`config.mk`:
```
export PLATFORM = sky130hd
export DESIGN_NAME = pps_gap_sequencer
export DESIGN_NICKNAME = d
export VERILOG_FILES = /design/src/rtl/pps_seq_pkg.sv /design/src/rtl/pps_sec_counter.sv /design/src/rtl/pps_arm_ctrl.sv /design/src/rtl/pps_gap_window.sv /design/src/rtl/pps_gap_sequencer.sv
export SDC_FILE = /design/constraint.sdc
export NUM_CORES = 1
export LEC_CHECK = 0
export ABC_CLOCK_PERIOD_IN_PS = 5800
export BUFFER_PORTS_ARGS = -buffer_cell sky130_fd_sc_hd__buf_2
export CELL_PAD_IN_SITES_DETAIL_PLACEMENT = 1
export CELL_PAD_IN_SITES_GLOBAL_PLACEMENT = 1
export CORE_MARGIN = 5
export CORE_UTILIZATION = 45
export DETAILED_ROUTE_END_ITERATION = 6
export PLACE_DENSITY_LB_ADDON = 0.3
export SLEW_MARGIN = 0
export SYNTH_ARGS = -nofsm -noshare
export SYNTH_HDL_FRONTEND = slang
export SYNTH_SLANG_ARGS = --single-unit
```
`constraint.sdc`:
```
create_clock -name clk -period 5.8 [get_ports clk]
set_clock_uncertainty 0.05 [all_clocks]
set_input_delay 1.16 -clock clk [delete_from_list [all_inputs] [get_ports clk]]
set_output_delay 1.16 -clock clk [all_outputs]
set_load 0.1 [all_outputs]
```
`src/rtl/pps_seq_pkg.sv`:
```
package pps_seq_pkg;

    localparam int CNT_W = 32;
    localparam int GAP_W = 10;
    localparam int MIN_PERIOD = 2;

    typedef struct packed {
        logic [CNT_W-1:0] period;
        logic [GAP_W-1:0] gap;
        logic             fits;
    } seq_cfg_t;

    function automatic logic [CNT_W-1:0] limit_period(input logic [CNT_W-1:0] raw);
        return (raw < CNT_W'(MIN_PERIOD)) ? CNT_W'(MIN_PERIOD) : raw;
    endfunction

    function automatic logic [GAP_W-1:0] limit_gap(input logic [GAP_W-1:0] raw,
                                                   input logic [GAP_W-1:0] lo,
                                                   input logic [GAP_W-1:0] hi);
        logic [GAP_W-1:0] v;
        v = raw;
        if (v < lo) v = lo;
        if (v > hi) v = hi;
        return v;
    endfunction

    function automatic logic window_fits(input logic [CNT_W-1:0] period,
                                         input logic [GAP_W-1:0] gap,
                                         input logic [CNT_W-1:0] lead);
        return period > (lead + CNT_W'(gap));
    endfunction

endpackage

```
`src/rtl/pps_sec_counter.sv`:
```
module pps_sec_counter
    import pps_seq_pkg::*;
(
    input  logic             clk,
    input  logic             rst,
    input  seq_cfg_t         cfg_in,
    output seq_cfg_t         cfg_q,
    output logic [CNT_W-1:0] cnt_nxt,
    output logic             wrap
);
    logic [CNT_W-1:0] cnt;

    always_comb begin
        wrap    = (cnt == (cfg_q.period - CNT_W'(1)));
        cnt_nxt = wrap ? '0 : cnt + CNT_W'(1);
    end

    always_ff @(posedge clk) begin
        if (rst) begin
            cnt   <= '0;
            cfg_q <= cfg_in;
        end else begin
            cnt <= cnt_nxt;
            if (wrap) cfg_q <= cfg_in;
        end
    end
endmodule

```
`src/rtl/pps_arm_ctrl.sv`:
```
module pps_arm_ctrl (
    input  logic clk,
    input  logic rst,
    input  logic enable,
    input  logic wrap,
    output logic armed_nxt
);
    logic armed_q;
    logic en_run;

    always_comb armed_nxt = enable && (armed_q || (wrap && en_run));

    always_ff @(posedge clk) begin
        if (rst) begin
            armed_q <= 1'b0;
            en_run  <= 1'b0;
        end else begin
            armed_q <= armed_nxt;
            en_run  <= wrap ? enable : (en_run && enable);
        end
    end
endmodule

```
`src/rtl/pps_gap_window.sv`:
```
module pps_gap_window
    import pps_seq_pkg::*;
#(
    parameter int LEAD_CYC = 14
) (
    input  logic             clk,
    input  logic             rst,
    input  seq_cfg_t         cfg_q,
    input  logic [CNT_W-1:0] cnt_nxt,
    input  logic             armed_nxt,
    output logic             sync_n,
    output logic             pps_strobe
);
    localparam logic [CNT_W-1:0] LEAD = CNT_W'(LEAD_CYC);

    logic [CNT_W-1:0] win_open;
    logic [CNT_W-1:0] win_close;
    logic             in_win;

    always_comb begin
        win_close = cfg_q.period - LEAD;
        win_open  = win_close - CNT_W'(cfg_q.gap);
        in_win    = cfg_q.fits && (cnt_nxt >= win_open) && (cnt_nxt < win_close);
    end

    always_ff @(posedge clk) begin
        if (rst) begin
            sync_n     <= 1'b1;
            pps_strobe <= 1'b0;
        end else begin
            sync_n     <= !(armed_nxt && in_win);
            pps_strobe <= (cnt_nxt == '0);
        end
    end
endmodule

```
`src/rtl/pps_gap_sequencer.sv`:
```
module pps_gap_sequencer
    import pps_seq_pkg::*;
#(
    parameter int LEAD_CYC    = 14,
    parameter int GAP_MIN     = 2,
    parameter int SRC_CLK_MHZ = 500
) (
    input  logic             clk,
    input  logic             rst,
    input  logic             enable,
    input  logic [CNT_W-1:0] cycles_per_sec,
    input  logic [GAP_W-1:0] gap_len,
    output logic             sync_n,
    output logic             pps_strobe
);
    localparam int GAP_CEIL = SRC_CLK_MHZ / 2;
    localparam logic [GAP_W-1:0] GAP_LO = GAP_W'(GAP_MIN);
    localparam logic [GAP_W-1:0] GAP_HI = GAP_W'(GAP_CEIL);

    seq_cfg_t         cfg_in;
    seq_cfg_t         cfg_q;
    logic [CNT_W-1:0] cnt_nxt;
    logic             wrap;
    logic             armed_nxt;

    always_comb begin
        cfg_in.period = limit_period(cycles_per_sec);
        cfg_in.gap    = limit_gap(gap_len, GAP_LO, GAP_HI);
        cfg_in.fits   = window_fits(cfg_in.period, cfg_in.gap, CNT_W'(LEAD_CYC));
    end

    pps_sec_counter i_counter (
        .clk     (clk),
        .rst     (rst),
        .cfg_in  (cfg_in),
        .cfg_q   (cfg_q),
        .cnt_nxt (cnt_nxt),
        .wrap    (wrap)
    );

    pps_arm_ctrl i_arm (
        .clk       (clk),
        .rst       (rst),
        .enable    (enable),
        .wrap      (wrap),
        .armed_nxt (armed_nxt)
    );

    pps_gap_window #(.LEAD_CYC(LEAD_CYC)) i_window (
        .clk        (clk),
        .rst        (rst),
        .cfg_q      (cfg_q),
        .cnt_nxt    (cnt_nxt),
        .armed_nxt  (armed_nxt),
        .sync_n     (sync_n),
        .pps_strobe (pps_strobe)
    );
endmodule

```
==> qor.yml, run 1 <==
outcome:
  outcome: "completed"
worst_setup_path:
  worst-setup-path-type: "flip-flop to flip-flop"
  worstPathMaxFanout: 46
  worst_setup_path_startpoint: "i_counter.cfg_q[13]"
  crit_arrival_ns: 5.63
  worst_setup_path_end_kind: "flip-flop"
  startpoint_type_of_the_worst_setup_path: "flip-flop"
  r2r-start: "i_counter.cfg_q[13]"
  ff2ff_path_depth: 22
  required_ns: 6.05
worst_hold_path:
  hold_depth: 1
  min-delay-start: "i_arm.en_run"
  hp-class: "flip-flop to flip-flop"
clock_network:
  clock_tree.root_cell: "clkbuf_16"
  cts-buffers-inserted: 9
  cts.repair_timing.setup_buffer_count: 0
  cts_tree: "yes"
  clock_path_buffers: 2
  cts.sink_count: 79
  htreeDepth: 3
  worst_skew_pair.late_latency_ns: 0.35
  path_clk_slew_ns: 0.06
power_and_ir_drop:
  power-per-cell-area_nw_per_um2: 180
  ir_worst_vdd_mv: 0.147
  static_power_due_to_leakage_nw: 3.49
  design_power_total_mw: 1.57
sta:
  maxSlewViolCount: 0
  fin_setup_tns_ns: 0
  max_slew_margin_pct: 50.6
  layout_min_cycle_time_ns: 5.38
  max_freq_mhz: 186
  setup_repair_after_global_routing_missed_its_margin: "no"
  transition_time_at_the_pin_with_the_least_slew_margin_ns: 0.742
  final.period_utilization_pct: 92.7
  endpoints_failing_setup: 0
  finalHoldViolCount: 0
route:
  ant_nets: 0
  drt_first_pass_iters: 5
  wl_per_cell_um: 21.3
  drcViolationCount: 0
  routed-via-count: 7385
  wirelength_um: 25700
  vias_per_cell: 6.13
  drt_first_iter_violations: 459
layout:
  post_route_cells_drive_above_1_share_pct: 11.3
  post_layout_nonfiller_instances: 1205
  area_delta_synth_final_pct: 8.96
  mostFrequentLayoutCells: "ha_1 (89), nor2_1 (85), xnor2_1 (73)"
  final_nets: 1110
  area_of_all_placed_cells_without_fillers_sq_um: 8710
  most_frequent_standard_cell_in_the_layout_excluding_fill_and_tap_cells: "ha_1"
  antenna_cells: 0
placement:
  dpl_cell_area_sq_um: 8370
  io_buffer_count: 46
  post-dp-hpwl_um: 21000
  cell_total_after_placement: 1189
  gp_congestion: 0.901
floorplanning:
  start_util_pct: 46.0
  die_area_sq_um: 20500
  design.portCount: 47
  chipWidth_um: 143
  fp.dieH_um: 143
  fp-row-count: 48
  core_region_area_sq_um: 17400
global_route:
  grt.total_usage_pct: 25.6
  grt_pass1_wl_um: 41000
  first_global_vias: 7519
  grt_start_max_net_pins: 47
  number_of_antenna_violations_at_the_first_check_in_global_routing: 0
  grt.overflow.total: 0
yosys:
  postSynth.asyncResetShare_pct: 0
  commonest_register_cell_after_synthesis: "edfxtp_1"
  post_synth.cell_area_avg_sq_um: 8.25
  yosys_warnings: 0
  number_of_flops_mapped_to_enable_cells_by_yosys: 43
  instance_count_of_the_mapped_netlist: 969
  synth_area_sq_um: 7990
  ys_seq_elements: 79
  synth.yosys.seq_area_share_pct: 25.2
  yosysUniqueCellTypes: 67
flow_run:
  maxCapViolCount: 0
[stage by stage]
step                      util (%)  setup WS, ns  hold WS, ns
final                         50.2         0.422        0.509
after global routing          50.2        0.0984        0.552
after CTS                     50.0         0.206        0.507
after detailed placement      48.2         0.230        0.491
after global placement        48.2         0.415        0.478
after floorplan                  -         0.722        0.412
[power breakdown]
group / switching, mW / internal [mW]
combinational: 0.185 / 0.130
clock: 0.240 / 0.376
sequential: 0.0292 / 0.610
total: 0.454 / 1.12
[area by class of cell]
class | count | area, sq um
sequential | 79 | 2010
multi-input combinational | 774 | 5510
inverter | 39 | 146
clock inverter | 6 | 85.1
clock buffer | 10 | 229
fill | 2079 | 8650
timing repair buffer | 72 | 438
tap | 225 | 282
[cell families after synthesis]
group	Yosys count	synth area share [%]
adder cells (fa/ha/maj)	90	14.2
other	2	0.0940
AO/OA/AOI/OAI	135	11.4
AND/OR/NAND/NOR	412	28.3
flip-flops	79	25.2
multiplexers	6	0.783
buffers and inverters	118	6.20
XOR/XNOR	127	13.9
[flip-flops by register name, indices dropped and copies added (netlist names)]
register             count
i_window.pps_strobe      1
i_counter.cfg_q         43
i_arm.en_run             1
i_window.sync_n          1
i_arm.armed_q            1
i_counter.cnt           32
[path summary, 6_finish.rpt]
| kind | end | slack (ns) |
|---|---|---|
| setup reg to reg | i_window.sync_n | 0.42 |
| hold reg to reg | i_arm.en_run | 0.51 |
| hold / removal | i_arm.en_run | 0.51 |
| setup / recovery | i_window.sync_n | 0.42 |
[repair_timing]
item / 4_1_cts / 5_1_grt
endpoints found under the setup margin: 0 / 1
hold buffers: 0 / 0
resized for setup: 0 / 3
[metal layers]
layer	part of all wire (%)	global-route usage [%]	up-vias
li1	-	-	3527
met4	2.1	7.83	0
met1	46	36.0	3567
met2	46	42.0	254
met3	5.4	1.88	37
met5	0	0	-
[cell usage after synthesis, drive strengths merged (32+ instances only)]
cell type / count / area, sq um
edfxtp: 43 / 1290
xor2: 53 / 464
xnor2: 74 / 648
ha: 89 / 1110
nor4: 32 / 234
nor3: 59 / 305
clkbuf: 66 / 248
inv: 38 / 143
nand4: 39 / 244
nor2: 85 / 319
nand2: 53 / 199
dfxtp: 36 / 721
nand3: 40 / 200
[worst max-delay path, cell delays in order, from the launching register on]
cell and delay (ns):
edfxtp_1 0.40, buf_4 0.19, clkinv_1 0.14, ha_1 0.20, nor3b_1 0.27, buf_4 0.18
nand4_1 0.08, buf_4 0.21, nor4_1 0.46, mux2_2 0.42, o22ai_1 0.26, nor4_4 0.08
and3_2 0.21, buf_12 0.17, or2_1 0.23, ha_1 0.29, nand2b_1 0.15, a21o_1 0.18
a21o_1 0.17, a211oi_1 0.34, o31ai_1 0.20, a211oi_1 0.25, a211o_1 0.13
Power figures use the tool's default switching activity.
==> run 2, diff against run 1 <==
--- a/config.mk
+++ b/config.mk
@@ -10,7 +10,7 @@
 export CELL_PAD_IN_SITES_DETAIL_PLACEMENT = 1
 export CELL_PAD_IN_SITES_GLOBAL_PLACEMENT = 1
 export CORE_MARGIN = 5
-export CORE_UTILIZATION = 45
+export CORE_UTILIZATION = 48
 export DETAILED_ROUTE_END_ITERATION = 6
 export PLACE_DENSITY_LB_ADDON = 0.3
 export SLEW_MARGIN = 0
==> run 2 against run 1 <==
Compared with the run above: fmax decreased by 1.8%; sequential power about the same; via count rose by 0.20%; die area fell by 5.8%; cell count decreased by 0.41%; design area barely moved; clock-buffer cell count is 2 higher; largest power group unchanged.
==> qor.yml, run 2 (same netlist as run 1, synthesis figures left out) <==
layout:
  area_delta_synth_final_pct: 8.93  # about the same
  top_regs: "i_counter.cfg_q (43), i_counter.cnt (32)"
  mostFrequentLayoutCells: "ha_1 (89), nor2_1 (85), xnor2_1 (73)"
  final_nets: 1110  # unchanged
  post_route_cells_drive_above_1_share_pct: 11.1  # -0.20 points
  max_flop_register: "i_counter.cfg_q"
  most_frequent_standard_cell_in_the_layout_excluding_fill_and_tap_cells: "ha_1"
  max_reg_flops: 43  # unchanged
  antenna_cells: 0  # unchanged
sta:
  layout_min_cycle_time_ns: 5.48  # +0.0989 ns
  max_freq_mhz: 183  # -1.8%
  endpoints_failing_setup: 0  # unchanged
  max_slew_margin_pct: 26.8  # -24 points
  maxSlewViolCount: 0  # unchanged
  finalHoldViolCount: 0  # unchanged
  setup_repair_after_global_routing_missed_its_margin: "no"
  fin_setup_tns_ns: 0  # unchanged
  final.period_utilization_pct: 94.4  # +1.7 points
  transition_time_at_the_pin_with_the_least_slew_margin_ns: 1.10  # +0.357 ns
  hold_ws_ns: 0.502  # -0.00709 ns
power_and_ir_drop:
  p_sw_share_pct: 28.3  # -0.57 points
  power.clock.fraction_pct: 38.9  # -0.3 points
  design_power_total_mw: 1.56  # -0.81%
  p_int_mw: 1.12  # about the same
  static_power_due_to_leakage_nw: 3.50  # +0.25%
  seq_power_share_pct: 41.1  # +0.3 points
  comb_power_share_pct: 20.1  # about the same
  net-switching-power_mw: 0.441  # -2.8%
  power-per-cell-area_nw_per_um2: 179  # -0.78%
  ir_worst_vdd_mv: 0.156  # +5.7%
route:
  routed-via-count: 7400  # +0.20%
  ant_nets: 0  # unchanged
  drt_first_iter_violations: 539  # +17%
  drt_first_pass_iters: 5  # unchanged
  wirelength_um: 25100  # -2.5%
  drcViolationCount: 0  # unchanged
  vias_per_cell: 6.17  # +0.62%
  wl_per_cell_um: 20.9  # -2.1%
worst_setup_path:
  critPathSlowestCell: "edfxtp_1"
  timing.critical_path.cells: "a311o_1 > xnor2_1 > ha_1 > or3_1 > o31ai_1 > nand4b_1 > or3_1 > and4bb_2 > nand3_1 > xnor2_1 > ha_1 > nand4_1 > nor4_4 > nand4_1 > o221ai_1 > a211oi_1 > a211o_1"
  worst_path_dominant_cell_family: "simple AND/OR/NAND/NOR gates"
  timing.critical_path.slowest_cell_delay_ns: 0.61  # +0.15 ns
  worst_setup_path_end_kind: "flip-flop"
  startpoint_type_of_the_worst_setup_path: "flip-flop"
  cp_num_buf_inv: 0  # -5
  crit_arrival_ns: 5.67  # +0.04 ns
  worst-setup-path-type: "flip-flop to flip-flop"
  worstPathMaxFanout: 15  # -67%
  required_ns: 5.99  # -0.06 ns
global_route:
  grt_pass1_wl_um: 39800  # -2.9%
  grt.overflow.total: 0  # unchanged
  grt_start_max_net_pins: 45  # -4.3%
  grt.total_usage_pct: 25.5  # about the same
  number_of_antenna_violations_at_the_first_check_in_global_routing: 0  # unchanged
  first_global_vias: 7449  # -0.93%
clock_network:
  path_clk_slew_ns: 0.06  # about the same
  cts-buffers-inserted: 9  # unchanged
  clock_path_buffers: 2  # unchanged
  cts.sink_count: 79  # unchanged
  clock_tree.root_cell: "clkbuf_16"
  htreeDepth: 3  # unchanged
  cts_tree: "yes"
  worst_skew_pair.late_latency_ns: 0.35  # about the same
floorplanning:
  core_region_area_sq_um: 16500  # -5.1%
  start_util_pct: 48.5  # +2.5 points
  design.portCount: 47  # unchanged
  die_area_sq_um: 19300  # -5.8%
  fp.dieH_um: 139  # -3.0%
  chipWidth_um: 139  # -3.0%
  fp-row-count: 47  # -2.1%
worst_hold_path:
  hp-class: "flip-flop to flip-flop"
flow_run:
  maxCapViolCount: 0  # unchanged
placement:
  post-dp-hpwl_um: 20500  # -2.4%
  io_buffer_count: 46  # unchanged
  gp_congestion: 0.891  # -1.1%
outcome:
  outcome: "completed"
==> run 2: cell type report <==
type / count / area (sq um)
inverters: 39 / 146
clock inverters: 4 / 70.1
repair buffers: 72 / 438
well taps: 220 / 275
flip-flops and latches: 79 / 2010
multi-input cells: 774 / 5530
clock buffers: 12 / 236
fillers: 2012 / 7760
==> run 2: power by group through the flow <==
stage,Combinational [mW],Clock (mW),Sequential [mW]
finish,0.312,0.605,0.639
global route,0.347,0.628,0.642
CTS,0.308,0.608,0.639
detailed placement,0.304,0,0.651
global placement,0.292,0,0.649
floorplan,0.220,0,0.636
==> run 2: stage by stage <==
| stage | setup WS [ns] | utilization [%] | cells | cell area [sq um] |
|---|---|---|---|---|
| after floorplan | 0.722 | - | 971 | 8000 |
| after global placement | 0.453 | 50.7 | 1181 | 8340 |
| after detailed placement | 0.215 | 50.7 | 1181 | 8340 |
| after CTS | 0.183 | 52.5 | 1197 | 8650 |
| after global routing | 0.0149 | 52.9 | 1200 | 8700 |
| final | 0.323 | 52.9 | 1200 | 8700 |
==> run 2: timing repair <==
action                     CTS  global route
hold buffers                 0             0
setup buffers                0             3
resized for setup            0             5
setup endpoints to repair    0             1
==> run 2: path summary, 6_finish.rpt <==
path / from / cells after the start / end / slack (ns)
setup / recovery: i_counter.cfg_q[14] / 17 / i_window.sync_n / 0.32
hold reg to reg: i_arm.en_run / 1 / i_arm.en_run / 0.50
setup reg to reg: i_counter.cfg_q[14] / 17 / i_window.sync_n / 0.32
hold / removal: i_arm.en_run / 1 / i_arm.en_run / 0.50
==> run 2: worst reg2reg max path, stage by stage, from the launching register on <==
cell and delay (ns):
edfxtp_1 0.61, a311o_1 0.44, xnor2_1 0.21, ha_1 0.27, or3_1 0.45, o31ai_1 0.37, nand4b_1 0.24, or3_1 0.46
and4bb_2 0.36, nand3_1 0.10, xnor2_1 0.18, ha_1 0.32, nand4_1 0.17, nor4_4 0.36, nand4_1 0.18, o221ai_1 0.24
a211oi_1 0.07, a211o_1 0.29
==> run 2: per-layer routing <==
metal / vias to the layer above / global-route usage (%) / routed length, um
met1: 3645 / 35.7 / 11700
met3: 41 / 3.38 / 1210
met2: 189 / 41.3 / 11400
li1: 3525 / - / -
met5: - / 0 / 0
met4: 0 / 7.72 / 665
